**config.mk**
```make
export PLATFORM = sky130hd
export DESIGN_NAME = ppm_hdr_tx
export DESIGN_NICKNAME = d
export VERILOG_FILES = /design/src/rtl/ppm_hdr_pkg.sv /design/src/rtl/ppm_hdr_sched.sv /design/src/rtl/ppm_burst_gen.sv /design/src/rtl/ppm_byte_gate.sv /design/src/rtl/ppm_hdr_tx.sv
export SDC_FILE = /design/constraint.sdc
export NUM_CORES = 1
export LEC_CHECK = 0
export BUFFER_PORTS_ARGS = -buffer_cell sky130_fd_sc_hd__clkbuf_2
export CORE_ASPECT_RATIO = 1.5
export CORE_MARGIN = 2
export CORE_UTILIZATION = 40
export CTS_CLUSTER_DIAMETER = 50
export CTS_CLUSTER_SIZE = 40
export DETAILED_ROUTE_END_ITERATION = 10
export GPL_TIMING_DRIVEN = 0
export SYNTH_ARGS = -nofsm -noshare
export SYNTH_HDL_FRONTEND = slang
export SYNTH_SLANG_ARGS = --single-unit
export TNS_END_PERCENT = 50
```
**constraint.sdc**
```tcl
create_clock -name clk -period 15 [get_ports clk]
set_input_delay 1.5 -clock clk [delete_from_list [all_inputs] [get_ports clk]]
set_output_delay 1.5 -clock clk [all_outputs]
set_load 0.01 [all_outputs]
```
**src/rtl/ppm_hdr_pkg.sv**
```systemverilog
// ppm_hdr_pkg: shared defaults and the state type of the frame gate.
// Assumes: nothing; it holds declarations only.
package ppm_hdr_pkg;

    // Default field sizes of the header.
    localparam int DEF_AID_W  = 8;
    localparam int DEF_CTL_W  = 4;
    localparam int DEF_PHY_W  = 32;
    localparam int DEF_CNT_W  = 16;
    localparam int DEF_HALF_W = 8;
    localparam int DEF_NCARR  = 4;
    localparam int DEF_DROP   = 8;

    // Phase of the frame gate.
    typedef enum logic [1:0] {
        GATE_IDLE = 2'd0,
        GATE_HDR  = 2'd1,
        GATE_PASS = 2'd2
    } gate_st_e;

endpackage

```
**src/rtl/ppm_hdr_sched.sv**
```systemverilog
// ppm_hdr_sched: decides when each of the header bursts starts.
// The frame-start pulse fires burst 0. It also latches the configuration and
// the symbol word, which is the access field with the PHY word above it.
// Each later burst fires once a distance counter expires. The distance is
// taken from the symbol pair at the bottom of the word, and the word then
// shifts down by one pair.
// Assumes: start_i only while idle, every distance >= 1, and half-period >= 1.
module ppm_hdr_sched #(
    parameter int ACC_W  = 12,
    parameter int PHY_W  = 32,
    parameter int CNT_W  = 16,
    parameter int HALF_W = 8,
    parameter int NCARR  = 4
) (
    input  logic              clk,
    input  logic              rst_n,
    input  logic              start_i,
    input  logic [ACC_W-1:0]  acc_i,
    input  logic [PHY_W-1:0]  phy_i,
    input  logic [HALF_W-1:0] half_i,
    input  logic [CNT_W-1:0]  sync_gap_i,
    input  logic [CNT_W-1:0]  min_off_i,
    input  logic [CNT_W-1:0]  slot_i,
    input  logic [CNT_W-1:0]  silence_i,
    output logic              fire_o,
    output logic [HALF_W-1:0] half_o,
    output logic              active_o
);
    localparam int NACC   = ACC_W / 2;
    localparam int NPHY   = PHY_W / 2;
    localparam int NPULSE = 2 + NACC + NPHY;
    localparam int IDX_W  = $clog2(NPULSE + 1);
    localparam int SR_W   = ACC_W + PHY_W;

    logic              active_q;
    logic [IDX_W-1:0]  idx_q;
    logic [IDX_W-1:0]  fire_idx;
    logic [CNT_W-1:0]  cnt_q;
    logic [CNT_W-1:0]  gap;
    logic [CNT_W-1:0]  sym_term;
    logic [CNT_W-1:0]  plen_q;
    logic [CNT_W-1:0]  min_q;
    logic [CNT_W-1:0]  slot_q;
    logic [CNT_W-1:0]  sil_q;
    logic [SR_W-1:0]   sr_q;
    logic [HALF_W-1:0] half_q;
    logic              fire;

    // Fire now: on frame start, or when the counter of an armed burst expires.
    always_comb begin
        fire = start_i | (active_q && (cnt_q == '0) && (idx_q < IDX_W'(NPULSE)));
    end

    // Index of the burst that fires this cycle.
    always_comb begin
        fire_idx = start_i ? '0 : idx_q;
    end

    // Distance from this burst to the next one.
    always_comb begin
        sym_term = min_q + CNT_W'(sr_q[1:0]) * slot_q;
        if (fire_idx == '0) begin
            gap = sync_gap_i;
        end else if (fire_idx == IDX_W'(NACC + 1)) begin
            gap = sil_q + sym_term;
        end else if (fire_idx == IDX_W'(NPULSE - 1)) begin
            gap = plen_q;
        end else begin
            gap = sym_term;
        end
    end

    // Configuration latch, pulse index, distance counter and symbol shifter.
    always_ff @(posedge clk) begin
        if (!rst_n) begin
            active_q <= 1'b0;
            idx_q    <= '0;
            cnt_q    <= '0;
            sr_q     <= '0;
            plen_q   <= '0;
            min_q    <= '0;
            slot_q   <= '0;
            sil_q    <= '0;
            half_q   <= '0;
        end else begin
            if (start_i) begin
                sr_q   <= {phy_i, acc_i};
                min_q  <= min_off_i;
                slot_q <= slot_i;
                sil_q  <= silence_i;
                half_q <= half_i;
                plen_q <= CNT_W'(2 * NCARR) * CNT_W'(half_i);
            end
            if (fire) begin
                active_q <= 1'b1;
                idx_q    <= fire_idx + 1'b1;
                cnt_q    <= gap - 1'b1;
                if (!start_i && (fire_idx != IDX_W'(NPULSE - 1))) begin
                    sr_q <= sr_q >> 2;
                end
            end else if (active_q) begin
                if (cnt_q != '0) begin
                    cnt_q <= cnt_q - 1'b1;
                end else if (idx_q == IDX_W'(NPULSE)) begin
                    active_q <= 1'b0;
                end
            end
        end
    end

    assign fire_o   = fire;
    assign half_o   = start_i ? half_i : half_q;
    assign active_o = active_q;

endmodule

```
**src/rtl/ppm_burst_gen.sv**
```systemverilog
// ppm_burst_gen: turns one fire pulse into a burst of NCARR square-wave cycles.
// Each cycle is high for half_i clocks and then low for half_i clocks. The
// output is registered, so the burst begins on the cycle after the fire pulse.
// A new fire pulse restarts the burst.
// Assumes: half_i >= 1.
module ppm_burst_gen #(
    parameter int HALF_W = 8,
    parameter int NCARR  = 4
) (
    input  logic              clk,
    input  logic              rst_n,
    input  logic              fire_i,
    input  logic [HALF_W-1:0] half_i,
    output logic              line_o
);
    localparam int NHALF = 2 * NCARR;
    localparam int PH_W  = $clog2(NHALF);

    logic              run_q;
    logic              line_q;
    logic [PH_W-1:0]   ph_q;
    logic [HALF_W-1:0] hcnt_q;
    logic [HALF_W-1:0] half_q;

    // Half-period counter and square-wave phase stepping.
    always_ff @(posedge clk) begin
        if (!rst_n) begin
            run_q  <= 1'b0;
            line_q <= 1'b0;
            ph_q   <= '0;
            hcnt_q <= '0;
            half_q <= '0;
        end else if (fire_i) begin
            run_q  <= 1'b1;
            line_q <= 1'b1;
            ph_q   <= '0;
            hcnt_q <= half_i - 1'b1;
            half_q <= half_i;
        end else if (run_q) begin
            if (hcnt_q != '0) begin
                hcnt_q <= hcnt_q - 1'b1;
            end else if (ph_q == PH_W'(NHALF - 1)) begin
                run_q  <= 1'b0;
                line_q <= 1'b0;
            end else begin
                ph_q   <= ph_q + 1'b1;
                line_q <= ~line_q;
                hcnt_q <= half_q - 1'b1;
            end
        end
    end

    assign line_o = line_q;

endmodule

```
**src/rtl/ppm_byte_gate.sv**
```systemverilog
// ppm_byte_gate: frame-level control of the byte stream.
// Accepting the first byte of a frame starts the header. The first DROP bytes
// are consumed while the header runs. After both the drops and the header are
// complete, the input passes straight through to the output until the byte
// marked last is taken.
// Assumes: every frame is longer than DROP bytes.
module ppm_byte_gate
    import ppm_hdr_pkg::*;
#(
    parameter int DATA_W = 8,
    parameter int DROP   = 8
) (
    input  logic              clk,
    input  logic              rst_n,
    input  logic              s_valid_i,
    input  logic [DATA_W-1:0] s_data_i,
    input  logic              s_last_i,
    output logic              s_ready_o,
    output logic              m_valid_o,
    output logic [DATA_W-1:0] m_data_o,
    output logic              m_last_o,
    input  logic              m_ready_i,
    input  logic              hdr_active_i,
    output logic              start_o,
    output logic              busy_o
);
    localparam int DC_W = $clog2(DROP + 1);

    gate_st_e          st_q;
    logic [DC_W-1:0]   drop_q;

    // Input acceptance in each phase.
    always_comb begin
        s_ready_o = 1'b0;
        unique case (st_q)
            GATE_IDLE: s_ready_o = 1'b1;
            GATE_HDR:  s_ready_o = (drop_q < DC_W'(DROP));
            GATE_PASS: s_ready_o = m_ready_i;
            default:   s_ready_o = 1'b0;
        endcase
    end

    // Pass-through and control strobes.
    always_comb begin
        m_valid_o = (st_q == GATE_PASS) && s_valid_i;
        m_data_o  = s_data_i;
        m_last_o  = s_last_i;
        start_o   = (st_q == GATE_IDLE) && s_valid_i;
        busy_o    = (st_q != GATE_IDLE);
    end

    // Phase sequencing and counting of dropped bytes.
    always_ff @(posedge clk) begin
        if (!rst_n) begin
            st_q   <= GATE_IDLE;
            drop_q <= '0;
        end else begin
            unique case (st_q)
                GATE_IDLE: begin
                    if (s_valid_i) begin
                        st_q   <= GATE_HDR;
                        drop_q <= DC_W'(1);
                    end
                end
                GATE_HDR: begin
                    if (s_valid_i && s_ready_o) begin
                        drop_q <= drop_q + 1'b1;
                    end
                    if (!hdr_active_i && (drop_q == DC_W'(DROP))) begin
                        st_q <= GATE_PASS;
                    end
                end
                GATE_PASS: begin
                    if (s_valid_i && m_ready_i && s_last_i) begin
                        st_q   <= GATE_IDLE;
                        drop_q <= '0;
                    end
                end
                default: st_q <= GATE_IDLE;
            endcase
        end
    end

endmodule

```
**src/rtl/ppm_hdr_tx.sv**
```systemverilog
// ppm_hdr_tx: top level of the pulse-position header transmitter.
// It joins three parts: the byte gate, which drops the leading octets and
// forwards the rest; the scheduler, which times the header bursts; and the
// burst generator, which shapes each burst on line_o.
// Assumes: each frame is longer than DROP bytes, half-period >= 1, and every
// symbol distance is at least one burst length (2*NCARR*half-period).
module ppm_hdr_tx
    import ppm_hdr_pkg::*;
#(
    parameter int DATA_W = 8,
    parameter int AID_W  = DEF_AID_W,
    parameter int CTL_W  = DEF_CTL_W,
    parameter int PHY_W  = DEF_PHY_W,
    parameter int CNT_W  = DEF_CNT_W,
    parameter int HALF_W = DEF_HALF_W,
    parameter int NCARR  = DEF_NCARR,
    parameter int DROP   = DEF_DROP
) (
    input  logic              clk,
    input  logic              rst_n,
    input  logic [AID_W-1:0]  cfg_aid,
    input  logic [CTL_W-1:0]  cfg_ctl,
    input  logic [PHY_W-1:0]  cfg_phy_word,
    input  logic [HALF_W-1:0] cfg_half_per,
    input  logic [CNT_W-1:0]  cfg_sync_gap,
    input  logic [CNT_W-1:0]  cfg_min_off,
    input  logic [CNT_W-1:0]  cfg_slot,
    input  logic [CNT_W-1:0]  cfg_silence,
    input  logic              s_valid,
    input  logic [DATA_W-1:0] s_data,
    input  logic              s_last,
    output logic              s_ready,
    output logic              m_valid,
    output logic [DATA_W-1:0] m_data,
    output logic              m_last,
    input  logic              m_ready,
    output logic              line_o,
    output logic              busy_o
);
    localparam int ACC_W = AID_W + CTL_W;

    logic              start;
    logic              fire;
    logic              hdr_active;
    logic [HALF_W-1:0] half;

    ppm_byte_gate #(
        .DATA_W(DATA_W),
        .DROP  (DROP)
    ) u_gate (
        .clk         (clk),
        .rst_n       (rst_n),
        .s_valid_i   (s_valid),
        .s_data_i    (s_data),
        .s_last_i    (s_last),
        .s_ready_o   (s_ready),
        .m_valid_o   (m_valid),
        .m_data_o    (m_data),
        .m_last_o    (m_last),
        .m_ready_i   (m_ready),
        .hdr_active_i(hdr_active),
        .start_o     (start),
        .busy_o      (busy_o)
    );

    ppm_hdr_sched #(
        .ACC_W (ACC_W),
        .PHY_W (PHY_W),
        .CNT_W (CNT_W),
        .HALF_W(HALF_W),
        .NCARR (NCARR)
    ) u_sched (
        .clk       (clk),
        .rst_n     (rst_n),
        .start_i   (start),
        .acc_i     ({cfg_ctl, cfg_aid}),
        .phy_i     (cfg_phy_word),
        .half_i    (cfg_half_per),
        .sync_gap_i(cfg_sync_gap),
        .min_off_i (cfg_min_off),
        .slot_i    (cfg_slot),
        .silence_i (cfg_silence),
        .fire_o    (fire),
        .half_o    (half),
        .active_o  (hdr_active)
    );

    ppm_burst_gen #(
        .HALF_W(HALF_W),
        .NCARR (NCARR)
    ) u_burst (
        .clk   (clk),
        .rst_n (rst_n),
        .fire_i(fire),
        .half_i(half),
        .line_o(line_o)
    );

endmodule

```
; Word level (Yosys, flattened, before mapping)
; Index checks and enable logic that the tools add are counted.
[word_totals]
word_cells = 112
out_inout_bits = 13
n_memories = 0
mem_bits_rw = 0
rom_bits = 0
regBits = 157
latch_bits = 0
[classes]
multipliers = 1
shift = 0
order_cmp = 2
mux = 36
div = 0
n_bitwise = 5
n_eq_ne = 14
n_reduce_logical = 28
n_addsub = 10
[op_table]
columns = operator, n
row1 = 44-bit two-way mux, 3
row2 = 16-bit two-way mux, 6
row3 = 8-bit two-way mux, 5
row4 = 16-bit adder, 2
row5 = 16-bit by 1-bit subtractor with 16-bit output (second input constant), 2
row6 = 8-bit by 1-bit subtractor with 8-bit output (second input constant), 3
row7 = 16-bit logical NOT, 1
row8 = 2-bit by 16-bit multiplier with 16-bit output, 1
row9 = 16-bit nonzero test, 1
row10 = 1-bit two-way mux, 12
row11 = 4-bit two-way mux, 3
row12 = 4-bit one-hot mux with 3 select lines, 1
row13 = 5-bit equality test (second input constant), 2
row14 = 1-bit logical AND, 9
row15 = 2-bit nonzero test, 4
row16 = 8-bit nonzero test, 1
row17 = 2-bit two-way mux, 3
row18 = 2-bit inequality test (second input constant), 3
row19 = 2-bit one-hot mux with 3 select lines, 1
row20 = 2-bit AND reduction, 3
row21 = 3-bit AND reduction, 2
row22 = 5-bit by 1-bit adder with 5-bit output (second input constant), 1
row23 = 5-bit by 3-bit equality test with 1-bit output (second input constant), 1
row24 = 5-bit logical NOT, 1
row25 = other kinds (20), 25

; Depth between registers and ports, before layout
; Gate-level depths: netlist (run 1).
[logic_depth]
word_depth = 9
depth_mapped = 22
depth_no_buf = 21

; Hierarchy
; A second synthesis (run 1) with hierarchy kept.
[unflattened]
hier_cells = 1199
area_unflattened_um2 = 9813.2
[by_module_without_submodules]
columns = module, area_each_um2, cells_each, seq_area_each_um2, n_inst
row1 = ppm_hdr_sched, 8089.0, 993, 2602.5, 1
row2 = ppm_burst_gen, 1132.3, 136, 420.4, 1
row3 = ppm_byte_gate, 591.8, 70, 120.1, 1

; Least setup slack after synthesis (run 1)
; Ideal clock, no wire load.
[synth_path]
kind = register -> register
start = register u_sched.sr_q[1]
end = register u_sched.cnt_q[15]
setup_ns = 0.062
period_less_slack_ns = 5.270
setup_slack_ns = 9.730
required_ns = 14.938
path_stages_with_launch = 20
t_arrival_ns = 5.209
path_cell_list = dfxtp_1 > clkbuf_1 > nand2_1 > fa_1 > inv_1 > ha_1 > fa_1 > a21oi_1 > o221ai_1 > xor2_1 > ha_1 > or4_4 > o211ai_2 > a21oi_1 > or3_1 > a32o_1 > a221oi_1 > or4b_1 > a211o_1 > nand3_1
[synth_via]
elab_chain_cells = 7
elab_cells_between_ends = 8
classes_between = 3 x add/sub / 1 x mul / 4 x mux
[synth_rtl]
columns = item, line_no
row1 = "start, declared", ppm_hdr_sched.sv:45  ; logic [SR_W-1:0] sr_q;
row2 = "start signal, assigned", ppm_hdr_sched.sv:87  ; sr_q <= {phy_i, acc_i};
row3 = "start signal, assigned", ppm_hdr_sched.sv:99  ; sr_q <= sr_q >> 2;
row4 = 2-bit by 16-bit multiplier with 16-bit output (*), ppm_hdr_sched.sv:61  ; sym_term = min_q + CNT_W'(sr_q[1:0]) * slot_q;
row5 = 16-bit adder (*), ppm_hdr_sched.sv:61
row6 = 16-bit adder / 16-bit two-way mux (equally long branches), "ppm_hdr_sched.sv:65, ppm_hdr_sched.sv:66"
row7 = 16-bit two-way mux (*), ppm_hdr_sched.sv:64  ; end else if (fire_idx == IDX_W'(NACC + 1)) begin
row8 = 16-bit two-way mux (*), ppm_hdr_sched.sv:62  ; if (fire_idx == '0) begin
row9 = 16-bit by 1-bit subtractor with 16-bit output (*), ppm_hdr_sched.sv:97  ; cnt_q <= gap - 1'b1;
row10 = 16-bit two-way mux (*), ppm_hdr_sched.sv:94  ; if (fire) begin
row11 = "end signal, assigned", ppm_hdr_sched.sv:97
row12 = "end signal, assigned", ppm_hdr_sched.sv:103  ; cnt_q <= cnt_q - 1'b1;
row13 = "end, declared", ppm_hdr_sched.sv:38  ; logic [CNT_W-1:0] cnt_q;
; Mark *: on every way between the ends. The rest lies on a longest branch, timed or not.
; A chain may end at the register's enable or synchronous reset.

; Final worst setup path (run 1)
; Same ends and word-level chain as after synthesis.

==> results of run 1 <==
-- synthesized netlist by cell type (11+ instances only) --
cell,number,area [µm²]
dfxtp_1,157,3140
clkbuf_1,60,225
nor3_1,19,95.1
buf_4,11,82.6
fa_1,16,320
xnor2_1,26,228
a21oi_1,113,566
xor2_1,14,123
nand2_1,229,860
inv_1,55,206
and3_1,16,100
a311oi_1,44,385
nor2_1,115,432
a211oi_1,22,165
mux2i_1,13,130
o21ai_0,33,165
nand3_1,60,300
ha_1,44,551
and2_1,18,113
-- power by group through the flow --
stage                     clock (mW)  sequential (mW)  combinational [mW]
after CTS                      0.455            0.601               0.827
after global routing           0.471            0.617               0.928
after detailed placement           0            0.609               0.821
final                          0.448            0.603               0.828
after global placement             0            0.608               0.810
after floorplan                    0            0.586               0.615
-- how the worst max path moves through the flow --
stage / start / end / slack [ns] / depth (start not counted)
floorplan: u_sched.sr_q[1]$_SDFF_PN0_ / u_sched.cnt_q[15]$_SDFFE_PN0P_ / 9.73 / 19
global placement: s_valid / u_sched.cnt_q[15]$_SDFFE_PN0P_ / 8.89 / 17
detailed placement: s_valid / u_sched.cnt_q[15]$_SDFFE_PN0P_ / 8.89 / 17
CTS: u_sched.sr_q[0]$_SDFF_PN0_ / u_sched.cnt_q[15]$_SDFFE_PN0P_ / 9.02 / 19
global route: u_sched.sr_q[1]$_SDFF_PN0_ / u_sched.cnt_q[15]$_SDFFE_PN0P_ / 8.60 / 20
finish: u_sched.sr_q[1]$_SDFF_PN0_ / u_sched.cnt_q[15]$_SDFFE_PN0P_ / 9.01 / 19
-- metal layers --
layer | vias to the layer above | share of wire [%]
li1 | 4574 | -
met1 | 4382 | 42
met2 | 242 | 51
met3 | 47 | 4.3
met4 | 0 | 2.9
met5 | - | 0
-- worst min-delay path: stages (launching register included) --
cell and delay [ns]:
dfxtp_1 0.31, nand2_1 0.05, a21oi_1 0.05
-- stage by stage --
step | util, % | area (µm²)
finish | 48.0 | 11100
global route | 48.0 | 11100
CTS | 48.0 | 11100
detailed placement | 45.4 | 10500
global placement | 45.4 | 10500
floorplan | - | 9420
-- area by class of cell --
class / count / area share (%)
Buffer: 83 / 3.50
Clock buffer: 18 / 3.97
Clock inverter: 14 / 1.40
Inverter: 56 / 1.90
Multi-Input combinational cell: 922 / 51.3
Sequential cell: 157 / 28.4
Tap cell: 315 / 3.56
Timing Repair Buffer: 133 / 6.01
-- sequential cells by signal, summed over array words and instances, names as in the netlist --
name	flops
u_burst.half_q	8
u_burst.hcnt_q	8
u_burst.line_o	1
u_burst.ph_q	3
u_burst.run_q	1
u_gate.drop_q	4
u_gate.st_q	2
u_sched.active_o	1
u_sched.cnt_q	16
u_sched.half_q	8
u_sched.idx_q	5
u_sched.min_q	16
u_sched.plen_q	8
u_sched.sil_q	16
u_sched.slot_q	16
u_sched.sr_q	44
-- kinds of logic after synthesis --
kind of cell / count (synthesis)
simple gates: 511
compound gates: 297
flops: 157
buf+inv: 139
fa+ha+maj: 60
xor+xnor: 40
mux: 14
==> impl_metrics.ini, run 1 <==
[status]
outcome = finished, final reports clean

[detailed_routing]
vias = 9245
route.detailed.drc = 0
wl_per_cell_um = 16.4
drt_pass1_iterations = 5
drt-initial-drc-count = 578
wl_um = 27800
via_per_inst = 5.44
antenna_left = 0

[floorplanning]
num_rows = 68
die_area_um2 = 24800
core-area_um2 = 23100
die_h_um = 192
ios = 142
start_util_pct = 40.8
dieWidth_um = 129

[critical_path]
slowest_stage = fa_1
r2r-end = u_sched.cnt_q[15]$_SDFFE_PN0P_
cp-end-kind = flop
path_class = flop to flop
path_delay_family = compound AO/OA/AOI/OAI gates
worstRegToRegCells = 19
crit_arrival_ns = 6.38
path_cells = clkbuf_1, nand2_1, fa_1, inv_1, ha_1, fa_1, a21oi_1, o221ai_1, xor2_1, ha_1, or4_4, o211ai_2, a21oi_1, or3_1, a32o_1, a221oi_1, or4b_1, a211o_1, nand3_1
cp_data_required_time_ns = 15.38
r2r-start = u_sched.sr_q[1]$_SDFF_PN0_
cp_slowest_stage_delay_ns = 0.55
critPathMaxFanout = 10
path_buf_inv = 2
r2r_slack_ns = 9.01
setup.worst_path.start_class = flop

[clock_network]
cts-root-buf = clkbuf_16
clock-sinks = 157
clk_pin_slew_ns = 0.07
cts_buffer_depth = 2
ctsHoldBuffers = 0
cts-buffers-inserted = 17
post_cts_resize_count = 0
cts_tree = done
htreeDepth = 4
clock_latency_ns = 0.44
postCtsSetupBuffers = 0

[global_route]
grt_pass1_wl_um = 45100
first_global_vias = 9140
overflow = 0
antenna_found_initial = 0
grt_busiest_layer = met2
grt_max_degree = 17
use_met1_pct = 26.4
track_usage_pct = 23.2
use_met3_pct = 4.37
use_met2_pct = 42.2

[power_and_ir_drop]
powerDensity_nw_per_um2 = 170
power_frac_seq_pct = 32.1
peakVddDrop_mv = 0.0878
total_power_mw = 1.88
comb_power_share_pct = 44.1
switching_share_pct = 41.8
leakage_nw = 4.68
clkPwrFrac_pct = 23.9
internal_power_mw = 1.09
switchingPower_mw = 0.786

[yosys]
synthAdderAreaFrac_pct = 9.25
syn_area_um2 = 9420
synth_compound_area_share_pct = 21.4
yosysUniqueCellTypes = 74
ys_warn_count = 0
synthArstFlopShare_pct = 0
ys_ff_latch = 157
muxShareOfSynthArea_pct = 1.50
synth_flop_cell = dfxtp_1
avgSynthCellArea_um2 = 7.73
synth-xor-area-share_pct = 3.72
syn_nets = 1407
synthSimpleGateAreaFrac_pct = 24.4
synth_edf_count = 0
synthCells = 1218
synth_top_family_by_area = simple AND/OR/NAND/NOR gates
ys_seq_area_share_pct = 33.4

[layout]
fill_cells = 2402
nNetsFinal = 1559
multi_input_area_um2 = 5670
layout_commonest_cell = nand2_1
instances_no_fill = 1698
regArea_um2 = 3140
area_growth_pct = 17.6
layout_common_cells = nand2_1 (229), dfxtp_1 (157), clkbuf_2 (133)
layout-drive-gt1-share_pct = 15.0
antenna_cells = 0

[hold_path]
holdPathStages = 2
min_path_type = flop to flop
min_to = u_sched.min_q[13]$_SDFFE_PN0P_
hold_start = u_sched.min_q[13]$_SDFFE_PN0P_

[placed_design]
port-buffer-count = 133
dp_cells = 1666
dp_slack_ns = 8.89
hpwl_um = 21300
place_congestion = 0.887

[timing]
hold_viol_final = 0
worst_pin_slew_ns = 0.817
holdWs_ns = 0.455
rsz0062_at_grt = false
slew_violations = 0
setup_ws_ns = 9.01
slew_headroom_pct = 45.1
finalSetupViolations = 0
fmax_mhz = 167
skew_ns = 0.00854
final.period_utilization_pct = 39.9
min_period_ns = 5.99
setup_tns_ns = 0

[flow_run]
cap_violations = 0
Power figures use the tool's default switching activity.
==> run 2: changes to the inputs <==
==> constraint.sdc (replaced) <==
create_clock -name clk -period 6.26 [get_ports clk]
set_input_delay 0.626 -clock clk [delete_from_list [all_inputs] [get_ports clk]]
set_output_delay 0.626 -clock clk [all_outputs]
set_load 0.01 [all_outputs]
==> run 2 against run 1 <==
Combinational power rose by 140%. Clock-buffer cell count is the same. Final area is essentially flat. Global-route usage unchanged. Register-to-register slack got worse by 8.6 ns. Power increased by 140%. Sequential share of layout area hardly changed. Final cell count unchanged. Critical path type unchanged. Largest cell class unchanged. Largest power group unchanged. Highest routed layer unchanged.
==> impl_metrics.ini, run 2 (synthesized netlist as in run 1, its figures left out) <==
[status]
outcome = finished, final reports clean

[clock_network]
post_cts_resize_count = 0
ctsHoldBuffers = 0
cts-buffers-inserted = 17
cts-root-buf = clkbuf_16
clock_latency_ns = 0.44
htreeDepth = 4
cts_buffer_depth = 2
postCtsSetupBuffers = 0
clk_pin_slew_ns = 0.07
clock-sinks = 157
cts_tree = done

[power_and_ir_drop]
clkPwrFrac_pct = 23.8
peakVddDrop_mv = 0.212
power_frac_seq_pct = 32.1
switching_share_pct = 41.7
powerDensity_nw_per_um2 = 406
internal_power_mw = 2.62
leakage_nw = 4.69
switchingPower_mw = 1.88
comb_power_share_pct = 44.1

[timing]
fmax_mhz = 172
skew_ns = 0.00807
slew_violations = 0
hold_viol_final = 0
min_period_ns = 5.80
worst_pin_slew_ns = 0.795
setup_tns_ns = 0
rsz0062_at_grt = false
holdWs_ns = 0.403
finalSetupViolations = 0
slew_headroom_pct = 46.6
final.period_utilization_pct = 92.7

[floorplanning]
ios = 142
dieWidth_um = 129
num_rows = 68
die_h_um = 192
start_util_pct = 40.8
die_area_um2 = 24800
core-area_um2 = 23100

[global_route]
track_usage_pct = 23.2
grt_max_degree = 17
antenna_found_initial = 0
overflow = 0
first_global_vias = 9140
grt_pass1_wl_um = 45100

[flow_run]
cap_violations = 0

[critical_path]
cp_data_required_time_ns = 6.64
path_cells = clkbuf_2, nand2_1, fa_1, inv_1, ha_1, fa_1, a21oi_1, o221ai_1, xor2_1, ha_1, or4_4, o211ai_2, a21oi_1, or3_1, a32o_1, a221oi_1, or4b_1, a211o_1, nand3_1
r2r-start = u_sched.sr_q[1]$_SDFF_PN0_
critPathMaxFanout = 10
path_delay_family = compound AO/OA/AOI/OAI gates
slowest_stage = or4_4
cp-end-kind = flop
r2r_slack_ns = 0.46
cp_slowest_stage_delay_ns = 0.55
worstRegToRegCells = 19
path_buf_inv = 2
path_class = flop to flop
crit_arrival_ns = 6.19
setup.worst_path.start_class = flop
r2r-end = u_sched.cnt_q[15]$_SDFFE_PN0P_

[detailed_routing]
route.detailed.drc = 0
wl_um = 27700
antenna_left = 0
drt-initial-drc-count = 527
wl_per_cell_um = 16.3
vias = 9217
drt_pass1_iterations = 5
via_per_inst = 5.43

[hold_path]
min_path_type = primary input to flop
min_to = u_sched.min_q[10]$_SDFFE_PN0P_
holdPathStages = 3
hold_start = cfg_min_off[10]

[layout]
top_register = u_sched.sr_q
area_growth_pct = 17.7
fill_cells = 2402
layout-drive-gt1-share_pct = 15.2
instances_no_fill = 1698
antenna_cells = 0
nNetsFinal = 1559
largest_reg_flops = 44
layout_common_cells = nand2_1 (229), dfxtp_1 (157), clkbuf_2 (135)
layout_commonest_cell = nand2_1
final_area_um2 = 11100
fin_util_pct = 48.0

[placed_design]
dp_cells = 1666
hpwl_um = 21300
place_congestion = 0.887
placed_area_um2 = 10500
port-buffer-count = 133
-- run 2: stage by stage --
step	total power, mW	setup WS (ns)
2_1_floorplan	2.88	0.990
3_3_place_gp	3.40	0.375
3_5_place_dp	3.43	0.315
4_1_cts	4.51	0.277
5_1_grt	4.83	0.0498
6_report	4.50	0.456
-- run 2: worst reg2reg max path: stages (launching register included) --
cell	delay [ns]
dfxtp_1	0.46
clkbuf_2	0.29
nand2_1	0.12
fa_1	0.54
inv_1	0.04
ha_1	0.23
fa_1	0.41
a21oi_1	0.29
o221ai_1	0.19
xor2_1	0.21
ha_1	0.27
or4_4	0.55
o211ai_2	0.20
a21oi_1	0.11
or3_1	0.35
a32o_1	0.26
a221oi_1	0.41
or4b_1	0.51
a211o_1	0.24
nand3_1	0.07
-- run 2: how the worst max path moves through the flow --
stage,startpoint,to,slack [ns],cells past startpoint
2_1_floorplan,u_sched.sr_q[1]$_SDFF_PN0_,u_sched.cnt_q[15]$_SDFFE_PN0P_,0.99,19
3_3_place_gp,u_sched.sr_q[1]$_SDFF_PN0_,u_sched.cnt_q[15]$_SDFFE_PN0P_,0.37,20
3_5_place_dp,u_sched.sr_q[0]$_SDFF_PN0_,u_sched.cnt_q[15]$_SDFFE_PN0P_,0.31,19
6_report,u_sched.sr_q[1]$_SDFF_PN0_,u_sched.cnt_q[15]$_SDFFE_PN0P_,0.46,19
5_1_grt,u_sched.sr_q[1]$_SDFF_PN0_,u_sched.cnt_q[15]$_SDFFE_PN0P_,0.05,19
4_1_cts,u_sched.sr_q[0]$_SDFF_PN0_,u_sched.cnt_q[15]$_SDFFE_PN0P_,0.28,19
-- run 2: power groups by stage --
stage,Clock (mW),Sequential (mW),Combinational [mW]
after CTS,1.09,1.44,1.98
final,1.07,1.45,1.98
after floorplan,0,1.40,1.47
after global routing,1.13,1.48,2.23
after global placement,0,1.46,1.94
after detailed placement,0,1.46,1.97
-- run 2: area by class of cell --
type | instances | area (µm²) | area share [%]
inverters | 56 | 210 | 1.90
repair buffers | 133 | 666 | 6.01
flip-flops and latches | 157 | 3140 | 28.4
multi-input cells | 922 | 5680 | 51.3
well taps | 315 | 394 | 3.56
clock buffers | 18 | 439 | 3.96
clock inverters | 14 | 155 | 1.40
plain buffers | 83 | 390 | 3.52
-- run 2: layer usage --
layer	track usage, %	up-vias	wire length (µm)	share of wire, %
li1	-	4577	-	-
met1	26.4	4363	11500	42
met2	42.2	228	14200	51
met3	4.37	49	1170	4.2
met4	8.90	0	828	3.0
met5	0	-	0	0
